--- src/rtl/txdma_pkg.sv ---
package txdma_pkg;
    localparam int unsigned IDX_PTR = 4;
    localparam int unsigned IDX_CNT = 5;
    localparam int unsigned BYTE_W  = 8;

    typedef enum logic [1:0] {
        ST_IDLE  = 2'd0,
        ST_FETCH = 2'd1,
        ST_WAIT  = 2'd2,
        ST_SEND  = 2'd3
    } txdma_state_e;
endpackage

--- src/rtl/txdma_regs.sv ---
module txdma_regs
    import txdma_pkg::*;
#(
    parameter int unsigned ADDR_W = 32,
    parameter int unsigned DATA_W = 32,
    parameter int unsigned IDX_W  = 4
) (
    input  logic              clk,
    input  logic              rst_n,
    input  logic              reg_wr,
    input  logic [IDX_W-1:0]  reg_idx,
    input  logic [DATA_W-1:0] reg_wdata,
    input  logic              busy,
    input  logic              sink_present,
    input  logic              step,
    output logic              start,
    output logic [DATA_W-1:0] start_count,
    output logic [ADDR_W-1:0] ptr,
    output logic [DATA_W-1:0] reg_rdata
);
    localparam logic [IDX_W-1:0] PTR_SEL = IDX_W'(IDX_PTR);
    localparam logic [IDX_W-1:0] CNT_SEL = IDX_W'(IDX_CNT);

    logic ptr_load;
    logic cnt_write;
    logic cnt_nonzero;
    logic skip;
    logic [ADDR_W-1:0] ptr_q;

    // Writes are only honoured while the engine is idle.
    assign ptr_load    = reg_wr && (reg_idx == PTR_SEL) && !busy;
    assign cnt_write   = reg_wr && (reg_idx == CNT_SEL) && !busy;
    assign cnt_nonzero = |reg_wdata;
    assign start       = cnt_write && cnt_nonzero && sink_present;
    assign skip        = cnt_write && cnt_nonzero && !sink_present;
    assign start_count = reg_wdata;
    assign ptr         = ptr_q;

    always_ff @(posedge clk or negedge rst_n) begin
        if (!rst_n) begin
            ptr_q <= '0;
        end else if (ptr_load) begin
            ptr_q <= ADDR_W'(reg_wdata);
        end else if (skip) begin
            ptr_q <= ptr_q + ADDR_W'(reg_wdata);
        end else if (step) begin
            ptr_q <= ptr_q + ADDR_W'(1);
        end
    end

    // Count index has no storage and reads as zero.
    always_comb begin
        reg_rdata = '0;
        if (reg_idx == PTR_SEL) begin
            reg_rdata = DATA_W'(ptr_q);
        end
    end
endmodule

--- src/rtl/txdma_fsm.sv ---
module txdma_fsm
    import txdma_pkg::*;
#(
    parameter int unsigned ADDR_W = 32,
    parameter int unsigned DATA_W = 32
) (
    input  logic              clk,
    input  logic              rst_n,
    input  logic              start,
    input  logic [DATA_W-1:0] start_count,
    input  logic [ADDR_W-1:0] ptr,
    input  logic              mem_req_ready,
    input  logic              mem_rsp_valid,
    input  logic [BYTE_W-1:0] mem_rsp_data,
    input  logic              tx_ready,
    output logic              busy,
    output logic              step,
    output logic              mem_req_valid,
    output logic [ADDR_W-1:0] mem_req_addr,
    output logic              tx_valid,
    output logic [BYTE_W-1:0] tx_data
);
    txdma_state_e state_q, state_d;
    logic [DATA_W-1:0] remain_q;
    logic [BYTE_W-1:0] byte_q;
    logic              last_byte;

    assign last_byte = (remain_q == DATA_W'(1));

    always_comb begin
        state_d = state_q;
        unique case (state_q)
            ST_IDLE:  if (start)          state_d = ST_FETCH;
            ST_FETCH: if (mem_req_ready)  state_d = ST_WAIT;
            ST_WAIT:  if (mem_rsp_valid)  state_d = ST_SEND;
            ST_SEND:  if (tx_ready)       state_d = last_byte ? ST_IDLE : ST_FETCH;
            default:                      state_d = ST_IDLE;
        endcase
    end

    always_ff @(posedge clk or negedge rst_n) begin
        if (!rst_n) begin
            state_q <= ST_IDLE;
        end else begin
            state_q <= state_d;
        end
    end

    always_ff @(posedge clk or negedge rst_n) begin
        if (!rst_n) begin
            remain_q <= '0;
            byte_q   <= '0;
        end else begin
            if (state_q == ST_IDLE && start) begin
                remain_q <= start_count;
            end else if (state_q == ST_SEND && tx_ready) begin
                remain_q <= remain_q - DATA_W'(1);
            end
            if (state_q == ST_WAIT && mem_rsp_valid) begin
                byte_q <= mem_rsp_data;
            end
        end
    end

    always_comb begin
        busy          = 1'b1;
        step          = 1'b0;
        mem_req_valid = 1'b0;
        tx_valid      = 1'b0;
        unique case (state_q)
            ST_IDLE:  busy          = 1'b0;
            ST_FETCH: mem_req_valid = 1'b1;
            ST_WAIT:  ;
            ST_SEND: begin
                tx_valid = 1'b1;
                step     = tx_ready;
            end
            default:  busy          = 1'b0;
        endcase
    end

    assign mem_req_addr = ptr;
    assign tx_data      = byte_q;
endmodule

--- src/rtl/txdma_top.sv ---
module txdma_top
    import txdma_pkg::*;
#(
    parameter int unsigned ADDR_W = 32,
    parameter int unsigned DATA_W = 32,
    parameter int unsigned IDX_W  = 4
) (
    input  logic              clk,
    input  logic              rst_n,
    input  logic              reg_wr,
    input  logic [IDX_W-1:0]  reg_idx,
    input  logic [DATA_W-1:0] reg_wdata,
    output logic [DATA_W-1:0] reg_rdata,
    input  logic              sink_present,
    output logic              busy,
    output logic              mem_req_valid,
    input  logic              mem_req_ready,
    output logic [ADDR_W-1:0] mem_req_addr,
    input  logic              mem_rsp_valid,
    input  logic [7:0]        mem_rsp_data,
    output logic              tx_valid,
    input  logic              tx_ready,
    output logic [7:0]        tx_data
);
    logic              start;
    logic              step;
    logic [DATA_W-1:0] start_count;
    logic [ADDR_W-1:0] ptr;

    txdma_regs #(.ADDR_W(ADDR_W), .DATA_W(DATA_W), .IDX_W(IDX_W)) u_regs (
        .clk          (clk),
        .rst_n        (rst_n),
        .reg_wr       (reg_wr),
        .reg_idx      (reg_idx),
        .reg_wdata    (reg_wdata),
        .busy         (busy),
        .sink_present (sink_present),
        .step         (step),
        .start        (start),
        .start_count  (start_count),
        .ptr          (ptr),
        .reg_rdata    (reg_rdata)
    );

    txdma_fsm #(.ADDR_W(ADDR_W), .DATA_W(DATA_W)) u_fsm (
        .clk           (clk),
        .rst_n         (rst_n),
        .start         (start),
        .start_count   (start_count),
        .ptr           (ptr),
        .mem_req_ready (mem_req_ready),
        .mem_rsp_valid (mem_rsp_valid),
        .mem_rsp_data  (mem_rsp_data),
        .tx_ready      (tx_ready),
        .busy          (busy),
        .step          (step),
        .mem_req_valid (mem_req_valid),
        .mem_req_addr  (mem_req_addr),
        .tx_valid      (tx_valid),
        .tx_data       (tx_data)
    );
endmodule

--- config.mk ---
export PLATFORM = sky130hd
export DESIGN_NAME = txdma_top
export DESIGN_NICKNAME = d
export VERILOG_FILES = /design/src/rtl/txdma_pkg.sv /design/src/rtl/txdma_regs.sv /design/src/rtl/txdma_fsm.sv /design/src/rtl/txdma_top.sv
export SDC_FILE = /design/constraint.sdc
export NUM_CORES = 1
export LEC_CHECK = 0
export CORE_MARGIN = 2
export CORE_UTILIZATION = 25
export CTS_BUF_LIST = sky130_fd_sc_hd__clkbuf_8
export CTS_CLUSTER_SIZE = 14
export DETAILED_ROUTE_END_ITERATION = 6
export SKIP_CTS_REPAIR_TIMING = 1
export SYNTH_ARGS = -nofsm -noshare
export SYNTH_HDL_FRONTEND = slang
export SYNTH_HIERARCHICAL = 1
export SYNTH_SLANG_ARGS = --single-unit
--- constraint.sdc ---
create_clock -name clk -period 4.65 [get_ports clk]
set_input_delay 0.6975 -clock clk [delete_from_list [all_inputs] [get_ports clk]]
set_output_delay 0.6975 -clock clk [all_outputs]
set_load 0.005 [all_outputs]
* Yosys cells after proc, flatten, opt, wreduce, memory -nomap -nowiden
Index checks and enable logic that the tools add are counted.
** Operators by class
- Shift operators :: 0
- Add/sub/neg operators :: 3
- Eq/ne operators :: 10
- Bitwise gates (word level) :: 0
- Mux-type cells :: 16
- Div/mod/pow operators :: 0
- Multipliers :: 0
- Reductions and logical operators :: 16
- Order comparisons :: 0
** Operator list (number)
- $mux W32 :: 6
- $add A32 B1 Y32 const B :: 1
- $add A32 B32 Y32 :: 1
- $eq A32 B1 Y1 const B :: 1
- $reduce_or A32 Y1 :: 1
- $sub A32 B1 Y32 const B :: 1
- $logic_and A1 B1 Y1 :: 10
- $eq A4 B3 Y1 const B :: 2
- $mux W2 :: 4
- $pmux W2 S4 :: 1
- $ne A2 B2 Y1 const B :: 3
- $mux W1 :: 5
- $eq A2 B2 Y1 const B :: 2
- $reduce_and A4 Y1 :: 1
- $reduce_bool A3 Y1 :: 1
- $eq A2 B1 Y1 const B :: 1
- $logic_not A2 Y1 :: 1
- $ne A2 B1 Y1 const B :: 1
- $reduce_bool A2 Y1 :: 1
- $logic_not A1 Y1 :: 1
** Word-level totals
- Memories :: 0
- Bits in writable memories :: 0
- Word-level logic and storage cells :: 49
- Output and inout bits :: 75
- Input bits :: 51
- Bits in read-only memories :: 0
- Register bits after elaboration :: 74
- Bits in latches :: 0

* Logic depth before layout (Yosys ltp)
- Word-level depth :: 7
- Gate-level depth with buffers :: 19
- Gate-level depth less buffers :: 17

* By module
The synthesis kept the hierarchy.
** By module, submodules not included
- txdma_regs :: area an instance 3877.5 µm², times used 1, cells each 505, seq. area each 800.8 µm²
- txdma_fsm :: area an instance 2561.2 µm², times used 1, cells each 277, seq. area each 1051.0 µm²

* Worst setup path before layout
OpenSTA, ideal clock, no wires.
- Path kind :: input to register
- Start :: input reg_wdata[25]
- End :: register u_regs.ptr_q[30] (netlist: u_regs/ptr[30])
- Setup slack :: 0.447 ns
- Buffers on the path :: 1
- Arrival time :: 4.076 ns
- Required time :: 4.524 ns
- Stages on the path :: 16
- Setup time :: 0.126 ns
- Path through :: nor4_1 nand4_1 o2111ai_1 nor2_1 clkbuf_1 and2_1 fa_1 a211oi_2 o21ai_1 a2111oi_2 nor2_2 a41oi_2 a211o_2 o31ai_2 xor2_1 a221o_2
** Between the ends
- Longest elaborated chain between the ends :: 5
- Elaborated cells between the ends (all ways) :: 7
- Those cells by class :: add/sub (1); mux (2); reduce/logical (4)
** RTL lines
- from (decl) :: RTL line txdma_top.sv:12 : input logic [DATA_W-1:0] reg_wdata,
- branches (longest 5 deep; another with $add A32 B32 Y32)
- to (signal assigned) :: RTL line txdma_regs.sv:43 : ptr_q <= ADDR_W'(reg_wdata);
- to (signal assigned) :: RTL line txdma_regs.sv:45 : ptr_q <= ptr_q + ADDR_W'(reg_wdata);
- to (signal assigned) :: RTL line txdma_regs.sv:47 : ptr_q <= ptr_q + ADDR_W'(1);
- to (decl) :: RTL line txdma_regs.sv:28 : logic [ADDR_W-1:0] ptr_q;
Several ways; the timed one is not identified.
A chain may end at the register's enable or synchronous reset.

* Worst setup path after layout
- Start :: input reg_wdata[30]
- End :: register u_regs.ptr_q[30] (netlist: u_regs/ptr[30])
The elaborated chain is that of the path after synthesis.

==> insert_results.sql <==
INSERT INTO impl_metrics (metric_group, metric, value, unit) VALUES
('timing', 'relSlewSlack', '0.474', ''),
('cells_and_area', 'finish.utilization', '0.347', ''),
('clock_tree', 'cts_tree', 'done', ''),
('route', 'drtAntennaViolNets', '0', ''),
('synthesis', 'syn_avg_cell_area', '8.23', 'um^2'),
('synthesis', 'synthDominantAreaCellType', 'sky130_fd_sc_hd__dfrtp_1', ''),
('synthesis', 'yosys_most_used_dff', 'sky130_fd_sc_hd__dfrtp_1', ''),
('setup_path', 'critical_path.reg2reg.startpoint', 'u_fsm/state_q[1]$_DFFE_PN0P_', ''),
('synthesis', 'number_of_storage_elements_in_the_synthesis_netlist', '74', ''),
('synthesis', 'post_synthesis_xor_xnor_area_fraction', '0.0667', ''),
('synthesis', 'synthCells', '782', ''),
('clock_tree', 'clkSlewWorstSetupHoldPaths', '0.09', 'ns'),
('placement', 'io_buffer_count', '125', ''),
('setup_path', 'critPathArrivalTime', '4.73', 'ns'),
('floorplanning', 'die_area', '0.0271', 'mm^2'),
('grt', 'grt.met2_usage', '0.247', ''),
('floorplanning', 'ioPinCount', '126', ''),
('power', 'vdd_drop_max', '171', 'uV'),
('grt', 'top_usage_layer', 'met2', ''),
('timing', 'tightest_slew', '0.784', 'ns'),
('synthesis', 'share_of_synthesized_flip_flops_with_an_asynchronous_set_or_reset', '1.00', ''),
('route', 'drcViolationCount', '0', ''),
('timing', 'timing.fmax', '223', 'MHz'),
('clock_tree', 'cts-htree-levels', '3', ''),
('setup_path', 'crit_path_start_kind', 'input port', ''),
('placement', 'hpwl', '15.7', 'mm'),
('grt', 'grt_start_max_net_pins', '45', ''),
('timing', 'post-route-period-util', '0.964', ''),
('status', 'run_status', 'finished, final reports clean', ''),
('setup_path', 'terminus_of_the_critical_flop_to_flop_path', 'u_regs/ptr[30]$_DFFE_PN0P_', ''),
('timing', 'worst_clock_skew', '0.0114', 'ns'),
('placement', 'globalplace.congestion', '0.886', ''),
('setup_path', 'category_of_cells_accounting_for_the_largest_share_of_critical_path_delay', 'compound AO/OA/AOI/OAI gates', ''),
('synthesis', 'post_synth_edffs', '0', ''),
('route', 'drtPass1Iterations', '5', ''),
('setup_path', 'critical_path.slowest_cell', 'sky130_fd_sc_hd__clkdlybuf4s50_1', ''),
('setup_path', 'critical_path_required_time', '4.90', 'ns'),
('hold_path', 'holdCritPathClass', 'in -> async', ''),
('cells_and_area', 'syn2layout_area_growth', '36.3', '%'),
('setup_path', 'setup.worst_path.class', 'in -> reg', ''),
('synthesis', 'netlist_top_cells_area', 'sky130_fd_sc_hd__dfrtp_1, sky130_fd_sc_hd__buf_4, sky130_fd_sc_hd__ha_1', ''),
('synthesis', 'synth.yosys.warnings', '6', ''),
('setup_path', 'timing.critical_path.to_type', 'flop', ''),
('setup_path', 'timing.critical_path.from', 'reg_wdata[30]', ''),
('timing', 'setup_repair_after_global_routing_missed_its_margin', 'false', ''),
('synthesis', 'largest_family_of_logic_cells_by_synthesized_area', 'simple AND/OR/NAND/NOR gates', ''),
('setup_path', 'setup_crit_end', 'u_regs/ptr[30]$_DFFE_PN0P_', ''),
('floorplanning', 'fp-row-count', '58', ''),
('cells_and_area', 'fin_nets', '1042', ''),
('route', 'vias', '6217', ''),
('clock_tree', 'cts_num_sinks', '74', ''),
('power', 'leakagePower', '3.76', 'nW'),
('grt', 'gr-usage-met1', '0.208', ''),
('clock_tree', 'insertion_delay', '0.36', 'ns'),
('synthesis', 'post_synth_mux_area_share', '0.0171', ''),
('setup_path', 'critical_path.cell_chain', 'clkdlybuf4s50_1 -> nor4_2 -> buf_4 -> nand4_1 -> o2111ai_2 -> nor2_2 -> buf_6 -> and2_1 -> ha_1 -> buf_4 -> o21a_1 -> a21oi_1 -> o21ai_1 -> a221o_1 -> a41oi_2 -> a211o_2 -> o31ai_4 -> xor2_1 -> a221o_2', ''),
('synthesis', 'synth-compound-area-share', '0.190', ''),
('grt', 'grt_util_met3', '0.0269', ''),
('setup_path', 'peak_fanout_along_the_critical_path', '10', ''),
('grt', 'grt_first_pass_wirelength', '32.1', 'mm'),
('clock_tree', 'max-clock-path-buffers', '2', ''),
('setup_path', 'critical_path_most_common_cell', 'sky130_fd_sc_hd__buf_4', ''),
('route', 'postRouteWirelength', '20.3', 'mm'),
('floorplanning', 'core_area', '0.0253', 'mm^2'),
('synthesis', 'synthTopCellsByCount', 'sky130_fd_sc_hd__nand2_1, sky130_fd_sc_hd__dfrtp_1, sky130_fd_sc_hd__and2_1, sky130_fd_sc_hd__buf_4, sky130_fd_sc_hd__nor2_1', ''),
('grt', 'antenna_found_initial', '0', ''),
('synthesis', 'yosysMostFrequentCell', 'sky130_fd_sc_hd__nand2_1', ''),
('setup_path', 'regToRegSetupSlack', '0.25', 'ns'),
('cells_and_area', 'drive_gt1_frac', '0.207', ''),
('route', 'dr_iter_0_viols', '423', ''),
('cells_and_area', 'layout.filler_cells', '2670', '');
## flip-flops by register name, summed over array words and instances, names as in the netlist
name,count
u_fsm/remain_q,32
u_fsm/state_q,2
u_fsm/tx_data,8
u_regs/ptr,32
## worst min path at each step
stage	cells after the start	slack, ns	end
final	1	0.28	u_regs/ptr[8]$_DFFE_PN0P_
after global routing	1	0.29	u_regs/ptr[14]$_DFFE_PN0P_
after CTS	1	0.28	u_regs/ptr[8]$_DFFE_PN0P_
after detailed placement	1	0.49	u_fsm/tx_data[6]$_DFFE_PN0P_
after global placement	1	0.49	u_fsm/tx_data[6]$_DFFE_PN0P_
after floorplan	0	0.40	u_fsm/remain_q[0]$_DFFE_PN0P_
## layer usage
metal / wire length, um / part of all wire
met5: 0 / 0
met1: 9490 / 0.47
met4: 334 / 0.016
met3: 1050 / 0.052
met2: 9380 / 0.46
## logic make-up (layout without fill, tap and decap cells)
logic type               Yosys count  count (layout)
flip-flops                        74              74
adder cells (fa/ha/maj)           39              39
buffers and inverters            116             291
AND/OR/NAND/NOR                  301             301
AO/OA/AOI/OAI                    193             193
XOR/XNOR                          49              49
multiplexers                      10              10
## final cells by class
| cell class | instances | share of cell area |
|---|---|---|
| clock buffer | 9 | 0.0141 |
| clock inverter | 7 | 0.00713 |
| inverter | 22 | 0.00941 |
| multi-input combinational | 592 | 0.459 |
| sequential | 74 | 0.211 |
| tap | 330 | 0.0471 |
| timing repair buffer | 253 | 0.252 |
## cells in the final DEF, fill, tap and decap left out, types with 24 or more instances in the layout
cell type,count
sky130_fd_sc_hd__nand2_1,78
sky130_fd_sc_hd__o21ai_0,55
sky130_fd_sc_hd__inv_1,24
sky130_fd_sc_hd__clkdlybuf4s50_1,124
sky130_fd_sc_hd__nor2_1,62
sky130_fd_sc_hd__xor2_1,29
sky130_fd_sc_hd__and2_1,65
sky130_fd_sc_hd__ha_1,34
sky130_fd_sc_hd__dfrtp_1,74
sky130_fd_sc_hd__buf_4,128
sky130_fd_sc_hd__a21oi_1,56
## worst register-to-register path, stage by stage, from the launching register on
cell and delay [ns]:
sky130_fd_sc_hd__dfrtp_1 0.42, sky130_fd_sc_hd__inv_1 0.13, sky130_fd_sc_hd__ha_1 0.20, sky130_fd_sc_hd__inv_1 0.06
sky130_fd_sc_hd__and4bb_2 0.34, sky130_fd_sc_hd__o2111ai_2 0.16, sky130_fd_sc_hd__buf_4 0.17, sky130_fd_sc_hd__or3_1 0.30
sky130_fd_sc_hd__ha_1 0.22, sky130_fd_sc_hd__fa_1 0.43, sky130_fd_sc_hd__a211oi_2 0.26, sky130_fd_sc_hd__o21ai_2 0.13
sky130_fd_sc_hd__a2111oi_4 0.34, sky130_fd_sc_hd__nor2_2 0.09, sky130_fd_sc_hd__a41oi_2 0.26, sky130_fd_sc_hd__a211o_2 0.22
sky130_fd_sc_hd__o31ai_4 0.07, sky130_fd_sc_hd__xor2_1 0.15, sky130_fd_sc_hd__a221o_2 0.33
## through the flow
step                      setup WS [ns]  power (mW)  setup TNS, ns  std cells  cell area [um^2]
after floorplan                   0.447        2.48              0        782              6440
after global placement           -0.352        3.27          -3.23       1270              8430
after detailed placement         -0.543        3.30          -5.54       1270              8430
after CTS                        -0.154        3.84         -0.590       1286              8620
after global routing             0.0101        4.16              0       1287              8770
final                             0.167        3.85              0       1287              8770
## power breakdown
group          switching (mW)  internal [mW]  leakage, nW  total (mW)
logic                   0.966           1.12         2.76        2.08
registers               0.318          0.929        0.906        1.25
clock network           0.273          0.243       0.0976       0.516
total                    1.56           2.29         3.76        3.85
(Power assumes the default switching activity.)
